## src/rtl/tr_pkg.sv

```systemverilog
package tr_pkg;

    localparam int BYTE_W = 8;
    localparam int CODE_W = 2 * BYTE_W;

    // Bus-level operations the bit engine can perform
    typedef enum logic [1:0] {
        BC_START,
        BC_STOP,
        BC_WRITE,
        BC_READ
    } bus_cmd_e;

    // Transaction steps of the sequencer
    typedef enum logic [3:0] {
        SQ_IDLE,
        SQ_START,
        SQ_ADDR_WR,
        SQ_COMMAND,
        SQ_RESTART,
        SQ_ADDR_RD,
        SQ_READ_HI,
        SQ_READ_LO,
        SQ_STOP
    } seq_state_e;

endpackage

```

## src/rtl/tr_quarter_tick.sv

```systemverilog
// Quarter-bit timebase: tick every CLK_DIV cycles, restartable.
module tr_quarter_tick #(
    parameter int CLK_DIV = 250
) (
    input  logic clk,
    input  logic rst,
    input  logic clr,
    output logic tick
);
    localparam int CW = (CLK_DIV > 2) ? $clog2(CLK_DIV) : 1;
    localparam logic [CW-1:0] LAST = CW'(CLK_DIV - 1);

    logic [CW-1:0] cnt_d, cnt_q;

    assign tick = (cnt_q == LAST);

    always_comb begin
        cnt_d = cnt_q;
        if (clr || tick) begin
            cnt_d = '0;
        end else begin
            cnt_d = cnt_q + 1'b1;
        end
    end

    always_ff @(posedge clk) begin
        if (rst) begin
            cnt_q <= '0;
        end else begin
            cnt_q <= cnt_d;
        end
    end

endmodule

```

## src/rtl/tr_bit_engine.sv

```systemverilog
// Executes one bus operation (START, STOP, bit write, bit read) in four
// quarter phases; phase 1 waits for the clock line to really be high.
module tr_bit_engine
    import tr_pkg::*;
#(
    parameter int CLK_DIV = 250
) (
    input  logic     clk,
    input  logic     rst,
    input  logic     go,
    input  bus_cmd_e cmd,
    input  logic     wbit,
    input  logic     scl_in,
    input  logic     sda_in,
    output logic     ready,
    output logic     op_done,
    output logic     rbit,
    output logic     scl_low,
    output logic     sda_low
);
    typedef struct packed {
        logic       active;
        bus_cmd_e   cmd;
        logic [1:0] phase;
        logic       scl_low;
        logic       sda_low;
        logic       rbit;
        logic       done;
    } eng_t;

    localparam eng_t ENG_RST = '{
        active:  1'b0,
        cmd:     BC_STOP,
        phase:   2'd0,
        scl_low: 1'b0,
        sda_low: 1'b0,
        rbit:    1'b1,
        done:    1'b0
    };

    eng_t e_d, e_q;
    logic tick;
    logic clr;

    tr_quarter_tick #(.CLK_DIV(CLK_DIV)) u_tick (
        .clk  (clk),
        .rst  (rst),
        .clr  (clr),
        .tick (tick)
    );

    always_comb begin
        e_d      = e_q;
        e_d.done = 1'b0;
        clr      = 1'b0;
        if (!e_q.active) begin
            if (go) begin
                e_d.active = 1'b1;
                e_d.cmd    = cmd;
                e_d.phase  = 2'd0;
                clr        = 1'b1;
                // phase 0: SCL low (or untouched for START), set up SDA
                unique case (cmd)
                    BC_WRITE: begin
                        e_d.scl_low = 1'b1;
                        e_d.sda_low = ~wbit;
                    end
                    BC_READ: begin
                        e_d.scl_low = 1'b1;
                        e_d.sda_low = 1'b0;
                    end
                    BC_START: begin
                        e_d.sda_low = 1'b0;
                    end
                    default: begin
                        e_d.scl_low = 1'b1;
                        e_d.sda_low = 1'b1;
                    end
                endcase
            end
        end else if (tick) begin
            unique case (e_q.phase)
                2'd0: begin
                    e_d.phase   = 2'd1;
                    e_d.scl_low = 1'b0;
                end
                2'd1: begin
                    // hold here while the line is still low (stretching)
                    if (scl_in) begin
                        e_d.phase = 2'd2;
                        if (e_q.cmd == BC_START) begin
                            e_d.sda_low = 1'b1;
                        end
                    end
                end
                2'd2: begin
                    e_d.phase = 2'd3;
                    if (e_q.cmd == BC_STOP) begin
                        e_d.sda_low = 1'b0;
                    end else if (e_q.cmd != BC_START) begin
                        e_d.rbit = sda_in;
                    end
                end
                default: begin
                    e_d.active = 1'b0;
                    e_d.done   = 1'b1;
                    if (e_q.cmd != BC_STOP) begin
                        e_d.scl_low = 1'b1;
                    end
                end
            endcase
        end
    end

    always_ff @(posedge clk) begin
        if (rst) begin
            e_q <= ENG_RST;
        end else begin
            e_q <= e_d;
        end
    end

    assign ready   = ~e_q.active;
    assign op_done = e_q.done;
    assign rbit    = e_q.rbit;
    assign scl_low = e_q.scl_low;
    assign sda_low = e_q.sda_low;

endmodule

```

## src/rtl/temp_i2c_reader.sv

```systemverilog
// Fixed command-then-read transaction sequencer for a temperature sensor.
module temp_i2c_reader
    import tr_pkg::*;
#(
    parameter int             CLK_DIV  = 250,
    parameter logic [6:0]     DEV_ADDR = 7'h40,
    parameter logic [BYTE_W-1:0] MEAS_CMD = 8'hE3
) (
    input  logic              clk,
    input  logic              rst,
    input  logic              start,
    output logic              busy,
    output logic              done,
    output logic              error,
    output logic [CODE_W-1:0] temp_code,
    output logic              scl_low,
    output logic              sda_low,
    input  logic              scl_in,
    input  logic              sda_in
);
    localparam int BIT_CW = $clog2(BYTE_W + 1);
    localparam logic [BIT_CW-1:0] ACK_SLOT = BIT_CW'(BYTE_W);

    typedef struct packed {
        seq_state_e        st;
        logic              pend;
        logic [BIT_CW-1:0] bitn;
        logic [BYTE_W-1:0] sh;
        logic [BYTE_W-1:0] hi;
        logic              nack;
        logic              busy;
        logic              done;
        logic              error;
        logic [CODE_W-1:0] code;
    } seq_t;

    localparam seq_t SEQ_RST = '{
        st:    SQ_IDLE,
        pend:  1'b0,
        bitn:  '0,
        sh:    '0,
        hi:    '0,
        nack:  1'b0,
        busy:  1'b0,
        done:  1'b0,
        error: 1'b0,
        code:  '0
    };

    seq_t s_d, s_q;

    logic     eng_go;
    bus_cmd_e eng_cmd;
    logic     eng_wbit;
    logic     eng_ready;
    logic     eng_done;
    logic     eng_rbit;

    tr_bit_engine #(.CLK_DIV(CLK_DIV)) u_eng (
        .clk     (clk),
        .rst     (rst),
        .go      (eng_go),
        .cmd     (eng_cmd),
        .wbit    (eng_wbit),
        .scl_in  (scl_in),
        .sda_in  (sda_in),
        .ready   (eng_ready),
        .op_done (eng_done),
        .rbit    (eng_rbit),
        .scl_low (scl_low),
        .sda_low (sda_low)
    );

    // Which bus operation the current step needs
    always_comb begin
        eng_cmd  = BC_STOP;
        eng_wbit = 1'b1;
        unique case (s_q.st)
            SQ_START, SQ_RESTART: eng_cmd = BC_START;
            SQ_ADDR_WR, SQ_COMMAND, SQ_ADDR_RD: begin
                if (s_q.bitn < ACK_SLOT) begin
                    eng_cmd  = BC_WRITE;
                    eng_wbit = s_q.sh[BYTE_W-1];
                end else begin
                    eng_cmd = BC_READ;
                end
            end
            SQ_READ_HI, SQ_READ_LO: begin
                if (s_q.bitn < ACK_SLOT) begin
                    eng_cmd = BC_READ;
                end else begin
                    eng_cmd  = BC_WRITE;
                    eng_wbit = (s_q.st == SQ_READ_LO);
                end
            end
            default: eng_cmd = BC_STOP;
        endcase
    end

    always_comb begin
        s_d       = s_q;
        s_d.done  = 1'b0;
        s_d.error = 1'b0;
        eng_go    = 1'b0;

        if (s_q.st == SQ_IDLE) begin
            if (start) begin
                s_d.st   = SQ_START;
                s_d.busy = 1'b1;
                s_d.nack = 1'b0;
                s_d.pend = 1'b0;
            end
        end else begin
            if (!s_q.pend && eng_ready) begin
                eng_go   = 1'b1;
                s_d.pend = 1'b1;
            end
            if (eng_done) begin
                s_d.pend = 1'b0;
                unique case (s_q.st)
                    SQ_START: begin
                        s_d.st   = SQ_ADDR_WR;
                        s_d.sh   = {DEV_ADDR, 1'b0};
                        s_d.bitn = '0;
                    end
                    SQ_RESTART: begin
                        s_d.st   = SQ_ADDR_RD;
                        s_d.sh   = {DEV_ADDR, 1'b1};
                        s_d.bitn = '0;
                    end
                    SQ_ADDR_WR, SQ_COMMAND, SQ_ADDR_RD: begin
                        if (s_q.bitn < ACK_SLOT) begin
                            s_d.sh   = {s_q.sh[BYTE_W-2:0], 1'b0};
                            s_d.bitn = s_q.bitn + 1'b1;
                        end else if (eng_rbit) begin
                            s_d.nack = 1'b1;
                            s_d.st   = SQ_STOP;
                        end else begin
                            s_d.bitn = '0;
                            if (s_q.st == SQ_ADDR_WR) begin
                                s_d.st = SQ_COMMAND;
                                s_d.sh = MEAS_CMD;
                            end else if (s_q.st == SQ_COMMAND) begin
                                s_d.st = SQ_RESTART;
                            end else begin
                                s_d.st = SQ_READ_HI;
                            end
                        end
                    end
                    SQ_READ_HI, SQ_READ_LO: begin
                        if (s_q.bitn < ACK_SLOT) begin
                            s_d.sh   = {s_q.sh[BYTE_W-2:0], eng_rbit};
                            s_d.bitn = s_q.bitn + 1'b1;
                        end else if (s_q.st == SQ_READ_HI) begin
                            s_d.hi   = s_q.sh;
                            s_d.st   = SQ_READ_LO;
                            s_d.bitn = '0;
                        end else begin
                            s_d.st = SQ_STOP;
                        end
                    end
                    default: begin
                        s_d.st   = SQ_IDLE;
                        s_d.busy = 1'b0;
                        if (s_q.nack) begin
                            s_d.error = 1'b1;
                        end else begin
                            s_d.done = 1'b1;
                            s_d.code = {s_q.hi, s_q.sh};
                        end
                    end
                endcase
            end
        end
    end

    always_ff @(posedge clk) begin
        if (rst) begin
            s_q <= SEQ_RST;
        end else begin
            s_q <= s_d;
        end
    end

    assign busy      = s_q.busy;
    assign done      = s_q.done;
    assign error     = s_q.error;
    assign temp_code = s_q.code;

endmodule

```

## config.mk

```make
export PLATFORM = sky130hd
export DESIGN_NAME = temp_i2c_reader
export DESIGN_NICKNAME = d
export VERILOG_FILES = /design/src/rtl/tr_pkg.sv /design/src/rtl/tr_quarter_tick.sv /design/src/rtl/tr_bit_engine.sv /design/src/rtl/temp_i2c_reader.sv
export SDC_FILE = /design/constraint.sdc
export NUM_CORES = 1
export LEC_CHECK = 0
export ABC_AREA = 1
export CAP_MARGIN = 20
export CORE_ASPECT_RATIO = 1.2
export CORE_MARGIN = 1.5
export CORE_UTILIZATION = 45
export DETAILED_ROUTE_END_ITERATION = 8
export DONT_BUFFER_PORTS = 1
export PLACE_DENSITY_LB_ADDON = 0.08
export SYNTH_ARGS = -nofsm -noshare
export SYNTH_HDL_FRONTEND = slang
export SYNTH_SLANG_ARGS = --single-unit
```

## constraint.sdc

```tcl
create_clock -name clk -period 1.84 [get_ports clk]
set_input_delay 0.276 -clock clk [delete_from_list [all_inputs] [get_ports clk]]
set_output_delay 0.276 -clock clk [all_outputs]
set_load 0.05 [all_outputs]
```

==> results.tsv, run 1 <==
metric	value	unit
post-synth top area share	40.5	%
gp weighted congestion	0.901	
RSZ-0062 raised after global routing	no	
Hold Path Class	in2reg	
xor-xnor portion of the synthesized cell area	1.14	%
clk slew on worst S/H paths	0.07	ns
main combinational cell family by area after synthesis	simple AND/OR/NAND/NOR gates	
latest clock arrival within the worst-skew pair	0.34	ns
Yosys top cell by area	dfxtp_1	
routed wire length per instance	11.9	um
Max H-tree Level	3	
final hold viol count	0	
WP data required	2.12	ns
Initial DRC Count	119	
fin util	51.4	%
# setup viols final	0	
Core ar.	6530	um2
Highest Clock Rate	592	MHz
n_diodes	0	
status	complete, no violations	
fin crit period	1.69	ns
Die W	78.4	um
Synth Warn #	0	
Filler cells	687	
post-synthesis adder-cell area fraction	4.08	%
cell mode on critical path	nor2_1	
Port Buffers	0	
ys flop type	dfxtp_1	
Seq cells post-synth	62	
crit path capture type	flop	
HPWL after DPL	4.35	mm
CTS tree	built	
simple-gate share of the synthesized area	33.1	%
Final Skew	0.00681	ns
die area	7320	um2
overall routed net length	6.16	mm
Mapped Area	3070	um2
startpoint types	flop	
Clock Tree Buf Depth	2	
Distinct cells, synth	31	
post-synthesis mux area share	0	%
fin cells	517	
DRT Pass-1 Iters	5	
I/O Pins	26	
complex-gate fraction of the synthesized area	10.5	%
std cell rows	32	
initial antenna violation count	0	
Synth top cells by count	86 x nor2_1, 81 x nand2_1, 62 x dfxtp_1	
# DRC	0	
DP Cell Count	499	
cts bufs inserted	9	
Starting Density	47.0	%
Layout area overhead	9.34	%
Synth Area per Inst	7.13	um2
Synth Instances	430	
asr flop ratio synth	0	%
CP bufs+invs	2	
Die Y	93.4	um
CP max stage delay	0.35	ns
syn_nets	445	
critical path's top delay family	simple AND/OR/NAND/NOR gates	
Worst path slowest cell	dfxtp_2	
GR Overflow Total	0	
Max Cap Viol	0	
clk root buf	clkbuf_8	
relative slew slack	63.2	%
largest net degree at the start of global routing	41	
vias per cell	4.90	
Hold Slack	0.0402	ns
clock sink total	62	
P per Cell Area	1020	nW/um2
Lkg Pwr	1.42	nW
Data arrival, critical path	1.97	ns
Power Total	3.42	mW
total vias in the final route	2533	
layout cells sized above 1	14.1	%
Max VDD drop	0.000514	V
vias in the first global route	2385	
All-Layer GR Usage	18.6	%
CP Max Fanout	5	
top cells by area, synth	dfxtp_1 40%, nor2_1 11%, nand2_1 9.9%, o21ai_0 6.0%, buf_4 4.4%	
Nets	442	
critical path type	reg2reg	
Detail Route Antenna Nets	0	
crit path cell chain	buf_12 -> nor2_4 -> nand2_1 -> nand2_2 -> o21ai_0 -> nor2_1 -> buf_4 -> ha_1 -> nor2_1 -> nor2_1 -> nand2_1 -> a21oi_1	
slew at the pin closest to its max-slew limit	0.550	ns
fin crit share	91.8	%
EDFF count, synth	0	
Slew Viols, Final	0	
sequential element share of the synthesized area	40.5	%
most frequent cell after synthesis	nor2_1	
first-pass GRT wire length	10.5	mm
Setup TNS	0	ns
==> layout make-up <==
cell class                      count  area, um2  share of cell area, %
Multi-Input combinational cell    302       1500                   44.7
Sequential cell                    62       1250                   37.2
Timing Repair Buffer               15        140                   4.18
Inverter                           37        140                   4.18
Clock buffer                       10        138                   4.10
Tap cell                           85        106                   3.17
Clock inverter                      6       85.1                   2.54
==> worst register-to-register path, delay by kind of cell, from the launching register on <==
family	cells	cell delay [ns]
DFF	1	0.35
and+or+nand+nor	7	0.67
buffers and inverters	2	0.28
AOI/OAI and AO/OA	2	0.19
adders and majority gates	1	0.15
==> report_power, final <==
part           switching [mW]  internal (mW)
combinational           0.342          0.209
clock                   0.555          0.794
sequential              0.109           1.41
==> flip-flops by register name (all words and copies together) (netlist names) <==
name / count
busy: 1
done: 1
error: 1
s_q: 26
temp_code: 16
u_eng.e_q: 5
u_eng.op_done: 1
u_eng.rbit: 1
u_eng.scl_low: 1
u_eng.sda_low: 1
u_eng.u_tick.cnt_q: 8
==> timing repair <==
action | 4_1_cts | 5_1_grt
endpoints found under the setup margin | 0 | 2
hold buffers | 1 | 0
gates resized for setup | 0 | 5
endpoints found under the hold margin | 13 | 0
buffers inserted | 0 | 1
==> metrics by stage <==
step / setup WS, ns / cell area (um2)
finish: 0.151 / 3350
global route: 0.0201 / 3350
CTS: 0.0810 / 3340
detailed placement: 0.100 / 3110
global placement: 0.140 / 3110
floorplan: 0.0696 / 3070
==> metal layers <==
layer	track usage [%]	vias to the layer above	routed length (um)
met1	22.1	1123	2860
met4	11.9	0	115
met5	0	-	0
met2	30.2	61	2880
met3	4.10	11	300
li1	-	1338	-
==> path summary, 6_finish.rpt <==
path	from	endpoint	slack, ns	depth (start not counted)
setup / recovery	s_q[42]	u_eng.sda_low	0.15	12
hold / removal	rst	u_eng.e_q[6]	0.04	2
setup reg to reg	s_q[42]	u_eng.sda_low	0.15	12
hold reg to reg	u_eng.u_tick.cnt_q[0]	u_eng.u_tick.cnt_q[0]	0.47	1
==> cells by family after synthesis <==
group / after synthesis
adders and majority gates: 10
AOI/OAI and AO/OA: 63
and+or+nand+nor: 225
xor gates and xnor gates: 4
DFF: 62
buffers and inverters: 66
==> layout by cell type, fill, tap and decap left out, drive strengths merged, types with 3 or more instances in the layout <==
cell,count
a21oi,23
buf,14
clkbuf,10
clkinv,3
dfxtp,62
ha,10
inv,36
nand2,92
nand3,25
nand4,4
nor2,94
nor3,7
o21ai,37
xor2,3
Power figures use the tool's default switching activity.
==> run 2, diff against run 1 <==
--- a/config.mk
+++ b/config.mk
@@ -12,6 +12,8 @@
 export CORE_UTILIZATION = 45
 export DETAILED_ROUTE_END_ITERATION = 8
 export DONT_BUFFER_PORTS = 1
+export GPL_TIMING_DRIVEN = 0
+export HOLD_SLACK_MARGIN = 0.12
 export PLACE_DENSITY_LB_ADDON = 0.08
 export SYNTH_ARGS = -nofsm -noshare
 export SYNTH_HDL_FRONTEND = slang
==> run 2 against run 1 <==
Compared with the run above: sequential cell count is the same; count of clock-buffer cells in the layout is 2 higher; setup slack got worse by 0.037 ns; power down 8.4%; maximum frequency down 2.1%; register-to-register slack got worse by 0.04 ns; routed wire length grew 4.8%; cell count rose by 3.9%; combinational power up 4.7%; clock power shrank 22%; hold slack gained 0.13 ns; critical path depth did not move; critical endpoint is now u_eng.scl_low; largest power group unchanged.
==> results.tsv, run 2 (synthesized netlist as in run 1, its figures left out) <==
metric	value	unit	change
most frequent cells in the layout	84 x nor2_1, 79 x nand2_1, 59 x dfxtp_1		
fin util	52.8	%	+1.5 points
vias per cell	4.80		-2.1%
Data arrival, critical path	1.93	ns	-0.04 ns
All-Layer GR Usage	19.5	%	+0.85 points
Initial DRC Count	153		+29%
Final Skew	0.00816	ns	+0.00135 ns
# DRC	0		unchanged
overall routed net length	6.45	mm	+4.8%
n_diodes	0		unchanged
fin cells	537		+3.9%
clock sink total	62		unchanged
critical path type	reg2reg		
Max H-tree Level	3		unchanged
I/O Pins	26		unchanged
Die W	78.4	um	unchanged
slew at the pin closest to its max-slew limit	0.508	ns	-0.0415 ns
GR Overflow Total	0		unchanged
relative slew slack	66.1	%	+2.8 points
DRT Pass-1 Iters	6		+1
vias in the first global route	2382		-0.13%
crit path capture type	flop		
CP bufs+invs	2		unchanged
FF/Latch Area	1240	um2	-0.10%
Filler cells	687		unchanged
Clock Tree Buf Depth	2		unchanged
clk slew on worst S/H paths	0.07	ns	about the same
status	complete, no violations		
Highest Clock Rate	579	MHz	-2.1%
worst setup margin	0.114	ns	-0.0365 ns
crit path cell chain	inv_2 -> nor2_4 -> nand2_4 -> nand2_8 -> nand2_4 -> inv_2 -> nor2_2 -> ha_1 -> o21ai_2 -> nand2_1 -> nand2_1 -> a21oi_1		
Nets	462		+4.5%
Reg with most FFs	s_q		
HPWL after DPL	4.56	mm	+4.9%
Layout area overhead	12.4	%	
Max VDD drop	0.000533	V	+3.7%
largest net degree at the start of global routing	11		-73%
std cell rows	32		unchanged
WP data required	2.04	ns	-0.08 ns
Starting Density	47.0	%	unchanged
final instance area	3450	um2	+2.8%
area of the multi-input gates	1540	um2	+3.0%
startpoint types	flop		
fin crit period	1.73	ns	+0.0365 ns
Worst path slowest cell	dfxtp_2		
routed wire length per instance	12.0	um	+0.92%
Max Cap Viol	0		unchanged
first-pass GRT wire length	11.1	mm	+5.6%
# setup viols final	0		unchanged
initial antenna violation count	0		unchanged
gp weighted congestion	0.824		-8.6%
die area	7320	um2	unchanged
cts bufs inserted	9		unchanged
commonest non-fill, non-tap cell in the layout	nor2_1		
Slew Viols, Final	0		unchanged
P per Cell Area	909	nW/um2	-11%
worst reg-to-reg setup slack	0.11	ns	-0.04 ns
Lkg Pwr	1.49	nW	+5.2%
clk root buf	clkbuf_8		
CP max stage delay	0.38	ns	+0.03 ns
Post-Place Setup Slack	-0.238	ns	-0.339 ns
critical path's top delay family	simple AND/OR/NAND/NOR gates		
Die Y	93.4	um	unchanged
Core ar.	6530	um2	unchanged
Port Buffers	0		unchanged
total vias in the final route	2576		+1.7%
max reg flops	26		unchanged
CP Max Fanout	8		+3
placed inst area	3170	um2	+2.1%
final hold viol count	0		unchanged
Hold Slack	0.168	ns	+0.128 ns
Hold Path Class	in2reg		
latest clock arrival within the worst-skew pair	0.34	ns	about the same
DP Cell Count	515		+3.2%
fin crit share	93.8	%	+2.0 points
layout cells sized above 1	17.3	%	+3.1 points
Detail Route Antenna Nets	0		unchanged
CTS tree	built		
[run 2: cell types whose count changed in the layout (fill, tap and decap cells not counted), moves of 2 or more]
cell / before / now
bufinv_16: 2 / 0
nand2_1: 81 / 79
o21ai_0: 36 / 34
buf_12: 2 / 0
buf_4: 12 / 23
nor2_1: 86 / 84
nor2_2: 4 / 6
clkbuf_1: 0 / 8
[run 2: power by group]
group	switching, mW	total [mW]	leakage, nW	internal [mW]
combinational	0.369	0.577	0.901	0.208
clock	0.530	1.05	0.0861	0.519
sequential	0.0968	1.51	0.503	1.41
total	0.995	3.13	1.49	2.14
[run 2: final timing paths]
path | from | to | cells past startpoint
worst max register to register | s_q[43] | u_eng.scl_low | 12
worst min register to register | s_q[19] | s_q[19] | 2
worst min-delay path | start | busy | 2
worst max-delay path | s_q[43] | u_eng.scl_low | 12
[run 2: timing repair]
action                     in CTS  in global routing
resized for setup               5                 16
buffers inserted                3                  2
pin swaps                       3                  3
hold buffers                    2                  0
setup endpoints to repair       2                 21
hold endpoints to repair        5                  0
[run 2: cell type report]
type	instances	share of cell area, %
Multi-Input combinational cell	302	44.7
Sequential cell	62	36.1
Buffer	28	5.41
Clock buffer	12	4.21
Inverter	37	4.14
Tap cell	85	3.08
Timing Repair Buffer	7	1.67
Clock inverter	4	0.653
[run 2: routing by layer]
| layer | vias up | GRT usage (%) | routed length, um |
|---|---|---|---|
| met4 | 0 | 8.48 | 74 |
| li1 | 1382 | - | - |
| met1 | 1140 | 25.3 | 3120 |
| met2 | 48 | 31.1 | 3020 |
| met5 | - | 0 | 0 |
| met3 | 6 | 4.00 | 242 |
[run 2: through the flow]
step / setup TNS (ns) / total power [mW]
3_3_place_gp: -0.450 / 2.05
4_1_cts: 0 / 3.12
2_1_floorplan: 0 / 1.94
5_1_grt: -0.00101 / 3.33
6_report: 0 / 3.13
3_5_place_dp: -0.419 / 2.05
